[src/rtl/cwk_pkg.sv]
package cwk_pkg;
    typedef enum logic [1:0] {
        HS_IDLE  = 2'd0,
        HS_KEYED = 2'd1,
        HS_HANG  = 2'd2
    } hang_state_t;
endpackage

[src/rtl/cwk_sync.sv]
module cwk_sync #(
    parameter int W = 2
) (
    input  logic         clk,
    input  logic         rst_n,
    input  logic [W-1:0] d,
    output logic [W-1:0] q
);
    logic [W-1:0] meta_q;

    always_ff @(posedge clk or negedge rst_n) begin
        if (!rst_n) begin
            meta_q <= '0;
            q      <= '0;
        end else begin
            meta_q <= d;
            q      <= meta_q;
        end
    end
endmodule

[src/rtl/cwk_hang.sv]
module cwk_hang
    import cwk_pkg::*;
#(
    parameter int HANG_TICKS = 250,
    parameter int CNT_W      = 8
) (
    input  logic             clk,
    input  logic             rst_n,
    input  logic             key_lvl,
    input  logic             ms_tick,
    output logic             ptt,
    output logic [CNT_W-1:0] cnt
);
    localparam logic [CNT_W-1:0] LOAD = CNT_W'(HANG_TICKS);
    localparam logic [CNT_W-1:0] LAST = CNT_W'(1);

    hang_state_t state_q, state_n;

    // state register
    always_ff @(posedge clk or negedge rst_n) begin
        if (!rst_n) state_q <= HS_IDLE;
        else        state_q <= state_n;
    end

    // transitions
    always_comb begin
        state_n = state_q;
        unique case (state_q)
            HS_IDLE:  if (key_lvl) state_n = HS_KEYED;
            HS_KEYED: if (!key_lvl) state_n = HS_HANG;
            HS_HANG: begin
                if (key_lvl)                     state_n = HS_KEYED;
                else if (ms_tick && cnt == LAST) state_n = HS_IDLE;
            end
            default: state_n = HS_IDLE;
        endcase
    end

    // hang counter: held at full value while keyed, counts ticks in hang
    always_ff @(posedge clk or negedge rst_n) begin
        if (!rst_n)                            cnt <= '0;
        else if (key_lvl)                      cnt <= LOAD;
        else if (state_q == HS_HANG && ms_tick) cnt <= cnt - LAST;
    end

    // outputs
    always_comb begin
        unique case (state_q)
            HS_KEYED, HS_HANG: ptt = 1'b1;
            default:           ptt = 1'b0;
        endcase
    end
endmodule

[src/rtl/cwk_tone.sv]
module cwk_tone #(
    parameter int HALF = 78125
) (
    input  logic clk,
    input  logic rst_n,
    input  logic gate,
    output logic tone
);
    localparam int DW = (HALF > 1) ? $clog2(HALF) : 1;
    localparam logic [DW-1:0] WRAP = DW'(HALF - 1);

    logic [DW-1:0] div_q;

    always_ff @(posedge clk or negedge rst_n) begin
        if (!rst_n) begin
            div_q <= '0;
            tone  <= 1'b0;
        end else if (!gate) begin
            div_q <= '0;
            tone  <= 1'b0;
        end else if (div_q == WRAP) begin
            div_q <= '0;
            tone  <= ~tone;
        end else begin
            div_q <= div_q + DW'(1);
        end
    end
endmodule

[src/rtl/cwk_ctrl.sv]
module cwk_ctrl #(
    parameter int CLK_HZ     = 125_000_000,
    parameter int TONE_HZ    = 800,
    parameter int HANG_TICKS = 250
) (
    input  logic clk,
    input  logic rst_n,
    input  logic key_in,
    input  logic tone_in,
    input  logic mode_cw,
    input  logic send_sel,
    input  logic rx_bit,
    input  logic tx_bit,
    input  logic ms_tick,
    output logic mon_led,
    output logic mon_gate,
    output logic sidetone,
    output logic key_sw,
    output logic ptt,
    output logic fsk_out
);
    localparam int CNT_W = $clog2(HANG_TICKS + 1);
    localparam int HALF  = CLK_HZ / (2 * TONE_HZ);

    logic [1:0]       sync_q;
    logic             key_s;
    logic             tone_s;
    logic [CNT_W-1:0] hang_cnt;

    cwk_sync #(.W(2)) u_sync (
        .clk   (clk),
        .rst_n (rst_n),
        .d     ({key_in, tone_in}),
        .q     (sync_q)
    );
    assign key_s  = sync_q[1];
    assign tone_s = sync_q[0];

    // monitor and keying drive; detector masked in RTTY
    always_ff @(posedge clk or negedge rst_n) begin
        if (!rst_n) begin
            mon_led  <= 1'b0;
            mon_gate <= 1'b0;
            key_sw   <= 1'b0;
        end else begin
            mon_led  <= key_s | (mode_cw & tone_s);
            mon_gate <= key_s | (mode_cw & tone_s);
            key_sw   <= key_s;
        end
    end

    cwk_hang #(.HANG_TICKS(HANG_TICKS), .CNT_W(CNT_W)) u_hang (
        .clk     (clk),
        .rst_n   (rst_n),
        .key_lvl (key_s),
        .ms_tick (ms_tick),
        .ptt     (ptt),
        .cnt     (hang_cnt)
    );

    cwk_tone #(.HALF(HALF)) u_tone (
        .clk   (clk),
        .rst_n (rst_n),
        .gate  (mon_gate),
        .tone  (sidetone)
    );

    // FSK steering: mark in CW, send/receive select in RTTY
    always_ff @(posedge clk or negedge rst_n) begin
        if (!rst_n)       fsk_out <= 1'b1;
        else if (mode_cw) fsk_out <= 1'b1;
        else              fsk_out <= send_sel ? tx_bit : rx_bit;
    end
endmodule

[config.mk]
export PLATFORM = sky130hd
export DESIGN_NAME = cwk_ctrl
export DESIGN_NICKNAME = d
export VERILOG_FILES = /design/src/rtl/cwk_pkg.sv /design/src/rtl/cwk_sync.sv /design/src/rtl/cwk_hang.sv /design/src/rtl/cwk_tone.sv /design/src/rtl/cwk_ctrl.sv
export SDC_FILE = /design/constraint.sdc
export NUM_CORES = 1
export LEC_CHECK = 0
export BUFFER_PORTS_ARGS = -buffer_cell sky130_fd_sc_hd__buf_2
export CAP_MARGIN = 40
export CORE_ASPECT_RATIO = 0.9
export CORE_MARGIN = 5
export CORE_UTILIZATION = 55
export CTS_BUF_LIST = sky130_fd_sc_hd__clkbuf_16
export DETAILED_ROUTE_END_ITERATION = 7
export PLACE_DENSITY = 0.74
export RECOVER_POWER = 100
export SLEW_MARGIN = 10
export SYNTH_ARGS = -nofsm -noshare
export SYNTH_HDL_FRONTEND = slang
export SYNTH_SLANG_ARGS = --single-unit
[constraint.sdc]
create_clock -name clk -period 5.63 [get_ports clk]
set_input_delay 0 -clock clk [delete_from_list [all_inputs] [get_ports clk]]
set_output_delay 0 -clock clk [all_outputs]
set_load 0.02 [all_outputs]
* Word-level counts from Yosys, hierarchy flattened
Cells that the tools add are included.
Word-level totals: word-level logic and storage cells 42, register bits after elaboration 35
Operators by class: bitwise gates (word level) 3, add/sub/neg operators 2, reductions and logical operators 6, multiplexer cells 14, equality and inequality tests 8
Operator list (number):
- 17-bit two-way mux | 2
- 17-bit by 1-bit adder with 17-bit output, second input constant | 1
- 17-bit == test, second input constant | 1
- 8-bit two-way mux | 2
- 8-bit by 1-bit == test with 1-bit output, second input constant | 1
- 2-bit two-way mux | 4
- 8-bit by 1-bit subtractor with 8-bit output, second input constant | 1
- 2-bit one-hot mux with 3 select lines | 1
- 1-bit two-way mux | 5
- 2-bit inequality test, second input constant | 2
- 3-bit by 2-bit inequality test with 1-bit output, second input constant | 1
- 3-bit AND reduction | 1
- 2-bit by 1-bit == test with 1-bit output, second input constant | 1
- 2-bit == test, second input constant | 1
- 1-bit logical AND | 2
- 2-bit zero test | 1
- 2-bit by 1-bit inequality test with 1-bit output, second input constant | 1
- 2-bit nonzero test | 1
- 2-bit OR reduction | 1
- 1-bit AND | 1
- 1-bit inverter | 1
- 1-bit bitwise OR | 1

* Logic depth before layout (Yosys ltp)
word-level depth 5, depth in mapped cells 8, gate-level depth less buffers 6

* Modules after synthesis
Synthesis repeated with hierarchy kept, for this count alone.
Second synthesis, totals: cells, all modules 167, area total of the unflattened synthesis 1731.7 sq um
By module, submodules not included:
- cwk_tone | times used 1, cells an instance 93, area an instance 905.9 sq um
- cwk_hang | times used 1, cells an instance 63, area an instance 619.3 sq um
- cwk_ctrl | times used 1, cells an instance 7, area an instance 106.4 sq um
- cwk_sync | times used 1, cells an instance 4, area an instance 100.1 sq um

* Worst setup path after synthesis
Ideal clock, no wire load.
path kind register to register, start register u_tone.div_q[0], end register u_tone.div_q[10], buffers on the path 2, data arrival time 1.772 ns, clock period less this slack 1.891 ns, slack 3.739 ns, stages on the path, launching flop included 9, library setup time 0.119 ns, cell sequence dfrtp_1 -> inv_1 -> ha_1 -> or4b_4 -> nor4_4 -> nand2b_1 -> buf_4 -> buf_6 -> nor2_1
Between the ends: longest elaborated chain between the ends 3, elaborated cells on any way between the ends 4, those cells by class add/sub (1); eq/ne (1); mux (2)
Ends and longest elaborated chain:
- from (decl) | line cwk_tone.sv:12 | logic [DW-1:0] div_q;
- from (signal assigned) | line cwk_tone.sv:25 | div_q <= div_q + DW'(1);
- 17-bit by 1-bit adder with 17-bit output or 17-bit == test (tied branches) | line cwk_tone.sv:25, cwk_tone.sv:21
- 17-bit two-way mux (*) | line cwk_tone.sv:21 | end else if (div_q == WRAP) begin
- 17-bit two-way mux (*) | line cwk_tone.sv:18 | end else if (!gate) begin
Every way passes the cells marked *; elsewhere a longest branch is shown, timed or not. A chain may end at the register's enable or synchronous reset.

* Final worst setup path
start register u_tone.div_q[0], end register u_tone.div_q[8]
The elaborated chain is that of the path after synthesis.

==> results.py <==
metrics = {
    "die": {
        "top_level_ports": 15,
        "fp.dieH_um": 63.6,
        "die_w_um": 69.6,
        "dieArea_mm2": 0.00442,
        "rows": 19,
        "start_util_pct": 57.2,
        "core_mm2": 0.00307,
    },
    "cts": {
        "cts_made_buffers": 5,
        "path_clk_slew_ns": 0.05,
        "clk_latency_ns": 0.28,
        "htreeDepth": 2,
        "cts.sinks": 35,
        "cts_tree": "built",
        "ctsResizeCount": 0,
        "clockBufferDepth": 2,
        "cts-root-buf": "clkbuf_16",
    },
    "pwr": {
        "p_per_area_mw_per_mm2": 328,
        "seqPwrFrac_pct": 44.0,
        "clockPowerShare_pct": 39.0,
        "netSwitchingPower_uw": 182,
        "p_sw_share_pct": 27.8,
        "p_leak_uw": 0.000824,
        "combPwrFrac_pct": 17.0,
        "power.internal_uw": 473,
        "ir_drop_v": 0.000267,
    },
    "global_route": {
        "first_global_vias": 1282,
        "grt_overflow": 0,
        "antenna_found_initial": 0,
        "grt_max_degree": 36,
        "track_usage_pct": 16.4,
        "grt_pass1_wl_um": 5750,
    },
    "critical_path": {
        "cp_max_fo": 16,
        "rr_startpoint": "u_tone.div_q[0]",
        "cp_cell_sequence": "inv_1 -> ha_1 -> or4b_2 -> nor4_1 -> nand2b_1 -> nor2_1",
        "worst-r2r-setup-slack_ns": 3.11,
        "start_kind": "flop",
        "crit_type": "reg -> reg",
        "worstSetupEndpointType": "flop",
        "r2r_end": "u_tone.div_q[8]",
        "startpoint": "u_tone.div_q[0]",
        "worstRegToRegCells": 6,
        "worstPathArrival_ns": 2.66,
        "endpoint": "u_tone.div_q[8]",
        "crit_required_ns": 5.77,
        "critPathMaxStageDelay_ns": 0.59,
        "slowest_stage": "or4b_2",
    },
    "outcome": {
        "status": "complete, but fails checks",
        "violations": "max-capacitance violations, max-slew violations",
    },
    "run": {
        "cap_violations": 1,
    },
    "synthesis": {
        "syn-num-nets": 189,
        "yosysWarnings": 0,
        "synth-seq-area-share_pct": 50.0,
        "synthCells": 171,
        "synth_cell_types": 37,
        "synth_area_per_cell_um2": 10.3,
        "synth_area_leaders": "dfrtp_1 (48%), xnor2_1 (8.0%), ha_1 (6.4%)",
        "synth.largest_area_cell": "dfrtp_1",
        "mappedNetlistArea_mm2": 0.00176,
        "synth_top_area_share_pct": 48.5,
        "ys_ff_latch": 35,
    },
    "placed_design": {
        "dp.cells": 222,
        "place_area_mm2": 0.00184,
        "gp_congestion": 0.861,
        "pre_cts_ws_ns": 3.41,
        "io_buffers": 14,
        "dp_hpwl_um": 2290,
    },
    "timing": {
        "worst_pin_slew_ns": 1.80,
        "period_needed_ns": 2.52,
        "hold-worst-slack_ns": 0.0723,
        "skew_ns": 0.00720,
        "min_period_over_period_pct": 44.8,
        "setup_tns_ns": 0,
        "setup_violations": 0,
        "worst_slack_ns": 3.11,
        "rsz0062_at_grt": "no",
        "hold_viol": 0,
        "relSlewSlack_pct": -20.1,
        "slew_violations": 36,
        "max_freq_mhz": 397,
    },
    "final_layout": {
        "drive_gt1_share_pct": 8.29,
        "num-fill-cells": 257,
        "stdcell_count": 235,
        "n_antenna_cell": 0,
        "design_area_mm2": 0.00200,
        "layout.nets": 210,
        "syn2layout_area_growth_pct": 13.7,
    },
    "routing": {
        "postRouteAntennaNets": 0,
        "totalWireLength_um": 3160,
        "avgViaCountPerCell": 5.43,
        "drc": 0,
        "wl_per_cell_um": 13.4,
        "vias": 1275,
        "dr.pass1.iters": 4,
        "first_iter_violations": 54,
    },
    "worst_hold_path": {
        "hold_class": "in -> reg",
    },
}
==> worst min-delay path by stage <==
stage,startpoint,end,slack [ns],cells past startpoint
after global routing,ms_tick,u_hang.cnt[2],0.11,4
after floorplan,rst_n,key_sw,-0.30,0
after detailed placement,rst_n,u_hang.state_q[0],0.11,1
final,ms_tick,u_hang.cnt[2],0.07,4
after CTS,ms_tick,u_hang.cnt[2],0.07,4
after global placement,rst_n,u_hang.cnt[2],0.10,1
==> power by group through the flow <==
| stage | Sequential (uW) | Clock, uW | Combinational [uW] |
|---|---|---|---|
| after detailed placement | 292 | 0 | 112 |
| after global routing | 291 | 270 | 128 |
| after floorplan | 287 | 0 | 87.7 |
| final | 288 | 255 | 111 |
| after global placement | 291 | 0 | 104 |
| after CTS | 288 | 260 | 116 |
==> layout by cell type, fill, tap and decap left out, types with 2 or more instances in the layout <==
master / instances
buf_2: 6
xnor2_1: 16
nand2b_1: 2
a21oi_1: 3
clkbuf_1: 8
nor4_1: 6
nor2_1: 23
or3b_2: 2
nor2b_1: 2
mux2i_1: 2
clkbuf_16: 5
nand4_1: 5
ha_1: 9
nor3_1: 7
dlygate4sd3_1: 5
nand3_1: 9
dfrtp_1: 34
xor2_1: 4
nand2_1: 16
inv_1: 11
==> through the flow <==
step	total power (uW)	utilization [%]
after floorplan	375	-
after global placement	395	59.9
after detailed placement	404	59.9
after CTS	664	66.0
after global routing	689	65.1
final	654	65.1
==> worst max-delay path, delay by kind of cell, from the launching register on <==
kind,cells,cell delay [ns]
DFF,1,0.42
adders and majority gates,1,0.13
and+or+nand+nor,4,1.76
buffers and inverters,1,0.07
==> synth_stat cells <==
| master | instances |
|---|---|
| clkinv_1 | 1 |
| nor2_1 | 23 |
| nor4_4 | 1 |
| nand2_1 | 16 |
| xnor2_1 | 16 |
| nand2b_1 | 2 |
| a211o_1 | 1 |
| o211ai_1 | 1 |
| or3b_2 | 2 |
| nand4_1 | 5 |
| or4bb_1 | 1 |
| or4b_1 | 1 |
| buf_6 | 2 |
| clkbuf_1 | 1 |
| o41ai_1 | 1 |
| and3_1 | 1 |
| nor2b_1 | 2 |
| o21ai_0 | 1 |
| mux2i_1 | 2 |
| a21oi_1 | 3 |
| o311ai_1 | 1 |
| xor2_1 | 4 |
| buf_4 | 2 |
| dfstp_2 | 1 |
| nor4_1 | 5 |
| nand4b_1 | 1 |
| a31oi_1 | 1 |
| and2_1 | 1 |
| dfrtp_1 | 34 |
| nor3_1 | 7 |
| ha_1 | 9 |
| inv_1 | 9 |
| nand3_1 | 9 |
| nor4b_1 | 1 |
| or4_1 | 1 |
| or3_1 | 1 |
| or4b_4 | 1 |
==> routing by layer <==
layer	GRT usage, %	vias up	share of wire [%]
met5	0	-	0
met4	7.56	0	1.8
met3	4.29	7	4.7
met2	26.0	28	46
met1	21.0	621	47
li1	-	619	-
==> timing repair <==
action,in CTS,in global routing
setup endpoints to repair,0,0
endpoints found under the hold margin,38,0
hold buffers,5,0
buffers inserted,0,0
==> layout make-up <==
class	count	area [um^2]	area share (%)
sequential	35	877	43.9
multi-input combinational	121	781	39.1
clock buffer	5	125	6.27
timing repair buffer	19	110	5.52
tap	42	52.6	2.63
inverter	10	37.5	1.88
clock inverter	3	12.5	0.627
==> registers in the layout (all words and copies together), names as in the netlist <==
signal          flops
fsk_out             1
key_sw              1
mon_gate            1
u_hang.cnt          8
u_hang.state_q      2
u_sync.meta_q       2
u_sync.q            2
u_tone.div_q       17
u_tone.tone         1
==> kinds of logic after synthesis <==
kind of cell	Yosys count	synth area share, %
buffers and inverters	15	4.49
muxes	2	1.14
AOI/OAI and AO/OA	9	3.42
DFF	35	50.0
adders and majority gates	9	6.41
xor gates and xnor gates	20	9.98
and+or+nand+nor	81	24.6
No activity file was read; power rests on OpenSTA's default activity.
